[src/rtl/eccChkPkg.sv]
package eccChkPkg;

  typedef enum logic [1:0] {
    ST_CLEAN = 2'b00,
    ST_FIXED = 2'b01,
    ST_CODE  = 2'b10,
    ST_FATAL = 2'b11
  } eccStatus_t;

  // strobes from control to datapath
  typedef struct packed {
    logic capture;  // latch location of the current syndrome
    logic flipEn;   // read-back byte may be corrected
  } eccCtrl_t;

endpackage

[src/rtl/eccChkData.sv]
module eccChkData
  import eccChkPkg::*;
#(
  parameter int ROW_BITS = 8,
  parameter int COL_BITS = 3
) (
  input  logic                        clk,
  input  logic                        rstN,
  input  eccCtrl_t                    ctrl,
  input  logic [2*(ROW_BITS+COL_BITS)+1:0] storedCode,
  input  logic [2*(ROW_BITS+COL_BITS)+1:0] freshCode,
  input  logic                        rdValid,
  input  logic [ROW_BITS-1:0]         rdIdx,
  input  logic [(1<<COL_BITS)-1:0]    rdData,
  output eccStatus_t                  synClass,
  output logic [ROW_BITS-1:0]         errByte,
  output logic [COL_BITS-1:0]         errBit,
  output logic [(1<<COL_BITS)-1:0]    corrMask,
  output logic                        outValid,
  output logic [(1<<COL_BITS)-1:0]    outData
);

  localparam int SYN_W      = 2*(ROW_BITS+COL_BITS) + 2;
  localparam int DATA_W     = 1 << COL_BITS;
  localparam int WEIGHT_W   = $clog2(SYN_W + 1);
  localparam int FIX_WEIGHT = ROW_BITS + COL_BITS;
  localparam int COL_BASE   = 2*ROW_BITS + 2;  // first column pair, past two pad bits

  logic [SYN_W-1:0]    syndrome;
  logic [WEIGHT_W-1:0] weight;
  logic [ROW_BITS-1:0] byteLoc;
  logic [COL_BITS-1:0] bitLoc;

  assign syndrome = storedCode ^ freshCode;
  assign weight   = WEIGHT_W'($countones(syndrome));

  // odd member of every parity pair carries one address bit
  for (genvar k = 0; k < ROW_BITS; k++) begin : gRowAddr
    assign byteLoc[k] = syndrome[2*k+1];
  end
  for (genvar j = 0; j < COL_BITS; j++) begin : gColAddr
    assign bitLoc[j] = syndrome[COL_BASE + 2*j + 1];
  end

  always_comb begin
    if (weight == '0)                         synClass = ST_CLEAN;
    else if (weight == WEIGHT_W'(FIX_WEIGHT)) synClass = ST_FIXED;
    else if (weight == WEIGHT_W'(1))          synClass = ST_CODE;
    else                                      synClass = ST_FATAL;
  end

  always_ff @(posedge clk) begin
    if (!rstN) begin
      errByte  <= '0;
      errBit   <= '0;
      corrMask <= '0;
    end else if (ctrl.capture) begin
      if (synClass == ST_FIXED) begin
        errByte  <= byteLoc;
        errBit   <= bitLoc;
        corrMask <= DATA_W'(1) << bitLoc;
      end else begin
        errByte  <= '0;
        errBit   <= '0;
        corrMask <= '0;
      end
    end
  end

  always_ff @(posedge clk) begin
    if (!rstN) begin
      outValid <= 1'b0;
      outData  <= '0;
    end else begin
      outValid <= rdValid;
      if (ctrl.flipEn && (rdIdx == errByte)) outData <= rdData ^ corrMask;
      else                                   outData <= rdData;
    end
  end

endmodule

[src/rtl/eccChkCtrl.sv]
module eccChkCtrl
  import eccChkPkg::*;
(
  input  logic       clk,
  input  logic       rstN,
  input  logic       checkStb,
  input  logic       rdValid,
  input  eccStatus_t synClass,
  output eccCtrl_t   ctrl,
  output eccStatus_t status,
  output logic       statusValid
);

  always_ff @(posedge clk) begin
    if (!rstN) begin
      status      <= ST_CLEAN;
      statusValid <= 1'b0;
    end else begin
      statusValid <= checkStb;
      if (checkStb) status <= synClass;
    end
  end

  always_comb begin
    ctrl.capture = checkStb;
    ctrl.flipEn  = rdValid && (status == ST_FIXED);
  end

endmodule

[src/rtl/eccSyndromeCorrector.sv]
module eccSyndromeCorrector
  import eccChkPkg::*;
#(
  parameter int ROW_BITS = 8,
  parameter int COL_BITS = 3
) (
  input  logic                              clk,
  input  logic                              rstN,
  input  logic                              checkStb,
  input  logic [2*(ROW_BITS+COL_BITS)+1:0]  storedCode,
  input  logic [2*(ROW_BITS+COL_BITS)+1:0]  freshCode,
  input  logic                              rdValid,
  input  logic [ROW_BITS-1:0]               rdIdx,
  input  logic [(1<<COL_BITS)-1:0]          rdData,
  output logic [1:0]                        status,
  output logic                              statusValid,
  output logic [ROW_BITS-1:0]               errByte,
  output logic [COL_BITS-1:0]               errBit,
  output logic [(1<<COL_BITS)-1:0]          corrMask,
  output logic                              outValid,
  output logic [(1<<COL_BITS)-1:0]          outData
);

  eccCtrl_t   ctrl;
  eccStatus_t synClass;
  eccStatus_t statusQ;

  eccChkCtrl ctrl_i (
    .clk         (clk),
    .rstN        (rstN),
    .checkStb    (checkStb),
    .rdValid     (rdValid),
    .synClass    (synClass),
    .ctrl        (ctrl),
    .status      (statusQ),
    .statusValid (statusValid)
  );

  eccChkData #(.ROW_BITS(ROW_BITS), .COL_BITS(COL_BITS)) data_i (
    .clk        (clk),
    .rstN       (rstN),
    .ctrl       (ctrl),
    .storedCode (storedCode),
    .freshCode  (freshCode),
    .rdValid    (rdValid),
    .rdIdx      (rdIdx),
    .rdData     (rdData),
    .synClass   (synClass),
    .errByte    (errByte),
    .errBit     (errBit),
    .corrMask   (corrMask),
    .outValid   (outValid),
    .outData    (outData)
  );

  assign status = statusQ;

endmodule

[config.mk]
export PLATFORM = sky130hd
export DESIGN_NAME = eccSyndromeCorrector
export DESIGN_NICKNAME = d
export VERILOG_FILES = /design/src/rtl/eccChkPkg.sv /design/src/rtl/eccChkData.sv /design/src/rtl/eccChkCtrl.sv /design/src/rtl/eccSyndromeCorrector.sv
export SDC_FILE = /design/constraint.sdc
export NUM_CORES = 1
export LEC_CHECK = 0
export BUFFER_PORTS_ARGS = -buffer_cell sky130_fd_sc_hd__buf_2
export CAP_MARGIN = 40
export CORE_ASPECT_RATIO = 1.2
export CORE_MARGIN = 2
export CORE_UTILIZATION = 48
export DETAILED_ROUTE_END_ITERATION = 10
export PLACE_DENSITY_LB_ADDON = 0.3
export RECOVER_POWER = 25
export SYNTH_ARGS = -nofsm -noshare
export SYNTH_HDL_FRONTEND = slang
export SYNTH_SLANG_ARGS = --single-unit
[constraint.sdc]
create_clock -name clk -period 8.1 [get_ports clk]
set_clock_uncertainty 0.2 [all_clocks]
set_input_delay 0.81 -clock clk [delete_from_list [all_inputs] [get_ports clk]]
set_output_delay 0.81 -clock clk [all_outputs]
set_load 0.05 [all_outputs]
* Word level (Yosys, flattened, before mapping) *
Index checks and enable logic that the tools add are counted.

cells by class
  $add $sub $neg = 23
  equal/unequal tests = 5
  shift-type cells = 1
  multiplexer cells = 7
  bitwise logic cells = 2
  reductions and logical operators = 3

operators by type and width
  cell                                                 count
  adder 5 bit                                          11
  adder 1 x 1 -> 2 bit                                 12
  2-to-1 mux 8 bit                                     3
  XOR 24 bit                                           1
  equality test 8 bit                                  1
  << shifter 1 x 3 -> 8 bit, first input constant      1
  XOR 8 bit                                            1
  equality test 5 x 1 -> 1 bit, second input constant  1
  equality test 5 x 4 -> 1 bit, second input constant  1
  logical NOT 5 bit                                    1
  equality test 2 x 1 -> 1 bit, second input constant  2
  2-to-1 mux 2 bit                                     2
  2-to-1 mux 3 bit                                     1
  logical AND 1 bit                                    2
  2-to-1 mux 1 bit                                     1

storage, ports and cells
  flip-flop bits (word level) = 31
  output and inout bits = 31
  word-level logic and storage cells = 48

* Longest topological paths before layout *
  depth after elaboration = 12
  gate-level depth with buffers = 17
  mapped depth without buffers = 16

* Hierarchy *
A second synthesis with hierarchy kept.

second synthesis, totals
  cell total of the unflattened synthesis = 218
  area, all modules = 2167.1 um2

modules (own cells, without submodules)
  module      times used  cells an instance  area each (um2)  seq. area each (um2)
  eccChkData  1           207                2052.0           560.5
  eccChkCtrl  1           11                 115.1            60.1

* Least setup slack after synthesis *
OpenSTA, ideal clock, no wires.

  path type = in2reg
  from = input port freshCode[21]
  to = register data_i.corrMask[1]
  setup time = 0.074 ns
  data arrival time = 5.681 ns
  required time = 7.826 ns
  slack = 2.145 ns
  cell stages on the path = 17
  buffers on the path = 1
  path through = xnor2_1 inv_1 ha_1 fa_1 inv_1 fa_1 fa_1 fa_1 fa_1 inv_1 ha_1 fa_1 and2b_1 nor4b_4 buf_4 nand3_1 o21ai_0

between the ends
  longest elaborated chain between the ends = 11
  elaborated cells on any way between the ends = 14
  those cells by class = add/sub (4); eq/ne (3); shift (1); mux (4); bitwise (1); reduce/logical (1)

RTL lines
  what                                            line                        source
  start, declared                                 eccSyndromeCorrector.sv:11  input logic [2*(ROW_BITS+COL_BITS)+1:0] freshCode,
  XOR 24 bit (*)                                  eccChkData.sv:34            assign syndrome = storedCode ^ freshCode;
  adder 1 x 1 -> 2 bit (implied by the code)      eccChkData.sv:35            assign weight = WEIGHT_W'($countones(syndrome));
  adder 5 bit (implied by the code) (3 in a row)  eccChkData.sv:35
  equality test 5 x 1 -> 1 bit                    eccChkData.sv:48            else if (weight == WEIGHT_W'(1)) synClass = ST_CODE;
  2-to-1 mux 1 bit                                eccChkData.sv:48
  2-to-1 mux 2 bit                                eccChkData.sv:47            else if (weight == WEIGHT_W'(FIX_WEIGHT)) synClass = ST_FIXED;
  2-to-1 mux 2 bit                                eccChkData.sv:46            if (weight == '0) synClass = ST_CLEAN;
  equality test 2 x 1 -> 1 bit                    eccChkData.sv:58            if (synClass == ST_FIXED) begin
  2-to-1 mux 8 bit (*)                            eccChkData.sv:58
  end signal, assigned                            eccChkData.sv:61            corrMask <= DATA_W'(1) << bitLoc;
  end, declared                                   eccChkData.sv:18            output logic [(1<<COL_BITS)-1:0] corrMask,

Mark *: on every way between the ends. The rest lies on a longest branch, timed or not.
A chain may end at the register's enable or synchronous reset.

* Worst setup path in the final report *
  from = input port freshCode[21]
  to = register data_i.corrMask[4]

Same word-level chain as after synthesis.

==> summary.txt <==
Status
  • Status: finished, final reports clean

Route
  • Drt wl/cell: 12.9 µm
  • Post-Route WL: 5110 µm
  • Via density: 5.08
  • # DRC: 0
  • ANT nets after route: 0
  • Drt pass-1 iters: 4
  • Initial DRC Count: 103
  • Vias post-DR: 2,017

Floorplan
  • Row count: 27
  • DIE WIDTH: 67.0 µm
  • Starting Density: 49.8%
  • Die Span Y: 79.6 µm
  • Die area: 5340 µm²
  • CORE AREA: 4590 µm²
  • Top-level I/O count: 99

Clock network
  • Clk slew on worst S/H paths: 0.07 ns
  • Post CTS Setup Buffer Count: 0
  • CTS sink cnt: 31
  • Longest Clk Path Bufs: 2
  • PostCTS Resize Cnt: 0
  • Root Buffer: clkbuf_8
  • TritonCTS clock tree: built
  • Clock buffer count from CTS: 5
  • Cts hold-fix bufs: 0
  • H-tree depth: 2
  • Worst skew pair latency: 0.29 ns

Synth
  • Syn avg cell area: 9.57 µm²
  • Sequential share of the synthesized area: 27.1%
  • Synth Register Bits: 31
  • Net count after synthesis: 344
  • Ys Warns: 0
  • Netlist Area Pre-Place: 2290 µm²
  • Yosys cell types: 29
  • Synth Instances: 239

Placement
  • GP Congestion: 0.821
  • Cells after DPL: 389
  • Hpwl dp: 4280 µm
  • Pre-CTS setup slack: 1.54 ns
  • Port Buffer Count: 98

STA
  • TNS Setup: 0 ns
  • Final Hold Vio Count: 0
  • Fmax: 0.159 GHz
  • Worst Tran Pin Value: 0.807 ns
  • RSZ-0062 raised after global routing: no
  • Final worst-path cycle share: 77.5%
  • Finish-stage setup viols: 0
  • Max transition margin: 46.0%
  • Max-slew violations: 0
  • Min cycle time layout: 6.28 ns
  • Worst setup margin: 1.82 ns

Hold path
  • Hold Path Depth: 2
  • Hold Crit Endpoint: data_i.errBit[0]
  • Hold Path Class: flip-flop to flip-flop
  • Hold_sp: data_i.errBit[0]

Global route
  • First-pass GRT wire length: 8760 µm
  • Largest net degree at the start of global routing: 20
  • Vias in the first global route: 2,052
  • Grt ovf: 0
  • Initial antenna violation count: 0
  • Global-route usage over all layers: 21.4%

Layout
  • P&R area growth vs syn: 27.5%
  • Fillers: 427
  • Final #Nets: 443
  • # diodes: 0
  • Final Instance Count excl. Fillers: 397
  • Layout cells sized above 1: 28.0%
  • Most frequent cells in the layout: 84 x buf_2, 33 x inv_1, 31 x dfxtp_1, 23 x xor2_1, 19 x fa_1
  • Most common cell after layout, fill and taps aside: buf_2
  • Final core utilization: 63.5%

Run
  • Maxcap violations: 0

Worst setup path
  • FF-to-FF path depth: 4
  • Reg2Reg Setup Slack: 6.05 ns
  • Buf/Inv on CP: 4
  • Worst Path Required: 8.12 ns
  • Worst Setup Start Kind: input pin
  • Worst R2R End: data_i.outData[4]
  • CP most frequent cell: fa_1
  • Crit path DAT: 6.30 ns
  • Largest stage delay, worst path: 0.71 ns
  • Crit path capture type: flip-flop
  • Worst Path Max Fanout: 16
  • Worst reg2reg path startpoint: data_i.errByte[0]
  • Critical path depth: 17
  • Cells along the critical path: buf_2 -> xnor2_1 -> inv_1 -> ha_1 -> fa_1 -> inv_1 -> fa_1 -> fa_1 -> fa_1 -> fa_1 -> inv_1 -> ha_1 -> fa_1 -> and2b_1 -> nor4b_4 -> nand3_1 -> o21ai_0
  • Crit path kind: input pin to flip-flop
  • Family with the most delay on the worst path: adder cells
  • CP max stage cell: nor4b_4
final cells by class:
cell class	count	area, µm²	share of cell area, %
multi-input combinational	169	1510	51.7
sequential	31	621	21.3
timing repair buffer	98	473	16.2
inverter	33	124	4.25
clock buffer	6	82.6	2.83
tap	58	72.6	2.49
clock inverter	2	35.0	1.20
layer usage:
layer  wire (µm)  global-route usage, %  share of wire [%]
met5           0                      0                  0
met4         121                   8.57                2.4
met3         365                   5.92                7.1
met2        2480                   36.4                 49
met1        2140                   24.8                 42
logic make-up after synthesis:
kind of cell	share of synthesized area (%)
adder cells (fa/ha/maj)	26.5
XOR/XNOR	13.4
AO/OA/AOI/OAI	12.0
buffers and inverters	6.95
flip-flops	27.1
AND/OR/NAND/NOR	14.1
flip-flops by register name, summed over array words and instances (netlist names):
register	cells
data_i.outData	8
ctrl_i.statusValid	1
ctrl_i.status	2
data_i.errByte	8
data_i.errBit	3
data_i.corrMask	8
data_i.outValid	1
worst reg2reg max path, cell delays in order (launching register included):
cell      delay [ns]
dfxtp_1         0.38
xnor2_1         0.14
nand4b_1        0.46
or4_1           0.64
a21oi_1         0.15
through the flow:
| step | cell area [µm²] | hold slack, ns |
|---|---|---|
| floorplan | 2290 | 0.468 |
| global placement | 2820 | 0.240 |
| detailed placement | 2820 | 0.251 |
| CTS | 2930 | 0.272 |
| global route | 2920 | 0.319 |
| finish | 2920 | 0.264 |
worst max-delay path by stage:
stage	start	to	slack (ns)
after global placement	freshCode[21]	data_i.corrMask[5]	1.62
after detailed placement	freshCode[21]	data_i.corrMask[7]	1.54
after CTS	freshCode[21]	data_i.corrMask[7]	1.84
after floorplan	freshCode[21]	data_i.corrMask[1]	2.15
final	freshCode[21]	data_i.corrMask[4]	1.82
after global routing	freshCode[21]	data_i.corrMask[4]	1.53
synthesized netlist by cell type:
cell type   n  share of area (%)
buf_6       1               0.49
xnor2_1    12                4.6
and2b_1     1               0.33
inv_1      33                5.4
a21oi_1    10                2.2
a31oi_1     1               0.27
o31ai_1     8                2.6
buf_2       1               0.22
and2_1      4                1.1
nor2_2      1               0.27
a32o_1      8                3.5
dfxtp_1    31                 27
fa_1       19                 17
a21o_1      1               0.33
clkbuf_1    3               0.49
o21ai_1     1               0.22
nor4b_4     1                1.0
nand4_1     8                2.2
buf_4       1               0.33
ha_1       18                9.8
or4_1       8                2.6
xor2_1     23                8.8
o21ai_0    13                2.8
nor3_1      1               0.22
nand2_1    14                2.3
nor2_1      4               0.66
nand4_2     1               0.55
nand3_1    11                2.4
nand4b_1    1               0.38
Power is left out: the tool's default activity adds up to more than one toggle a clock period on the data nets, which glitch-free logic cannot reach.
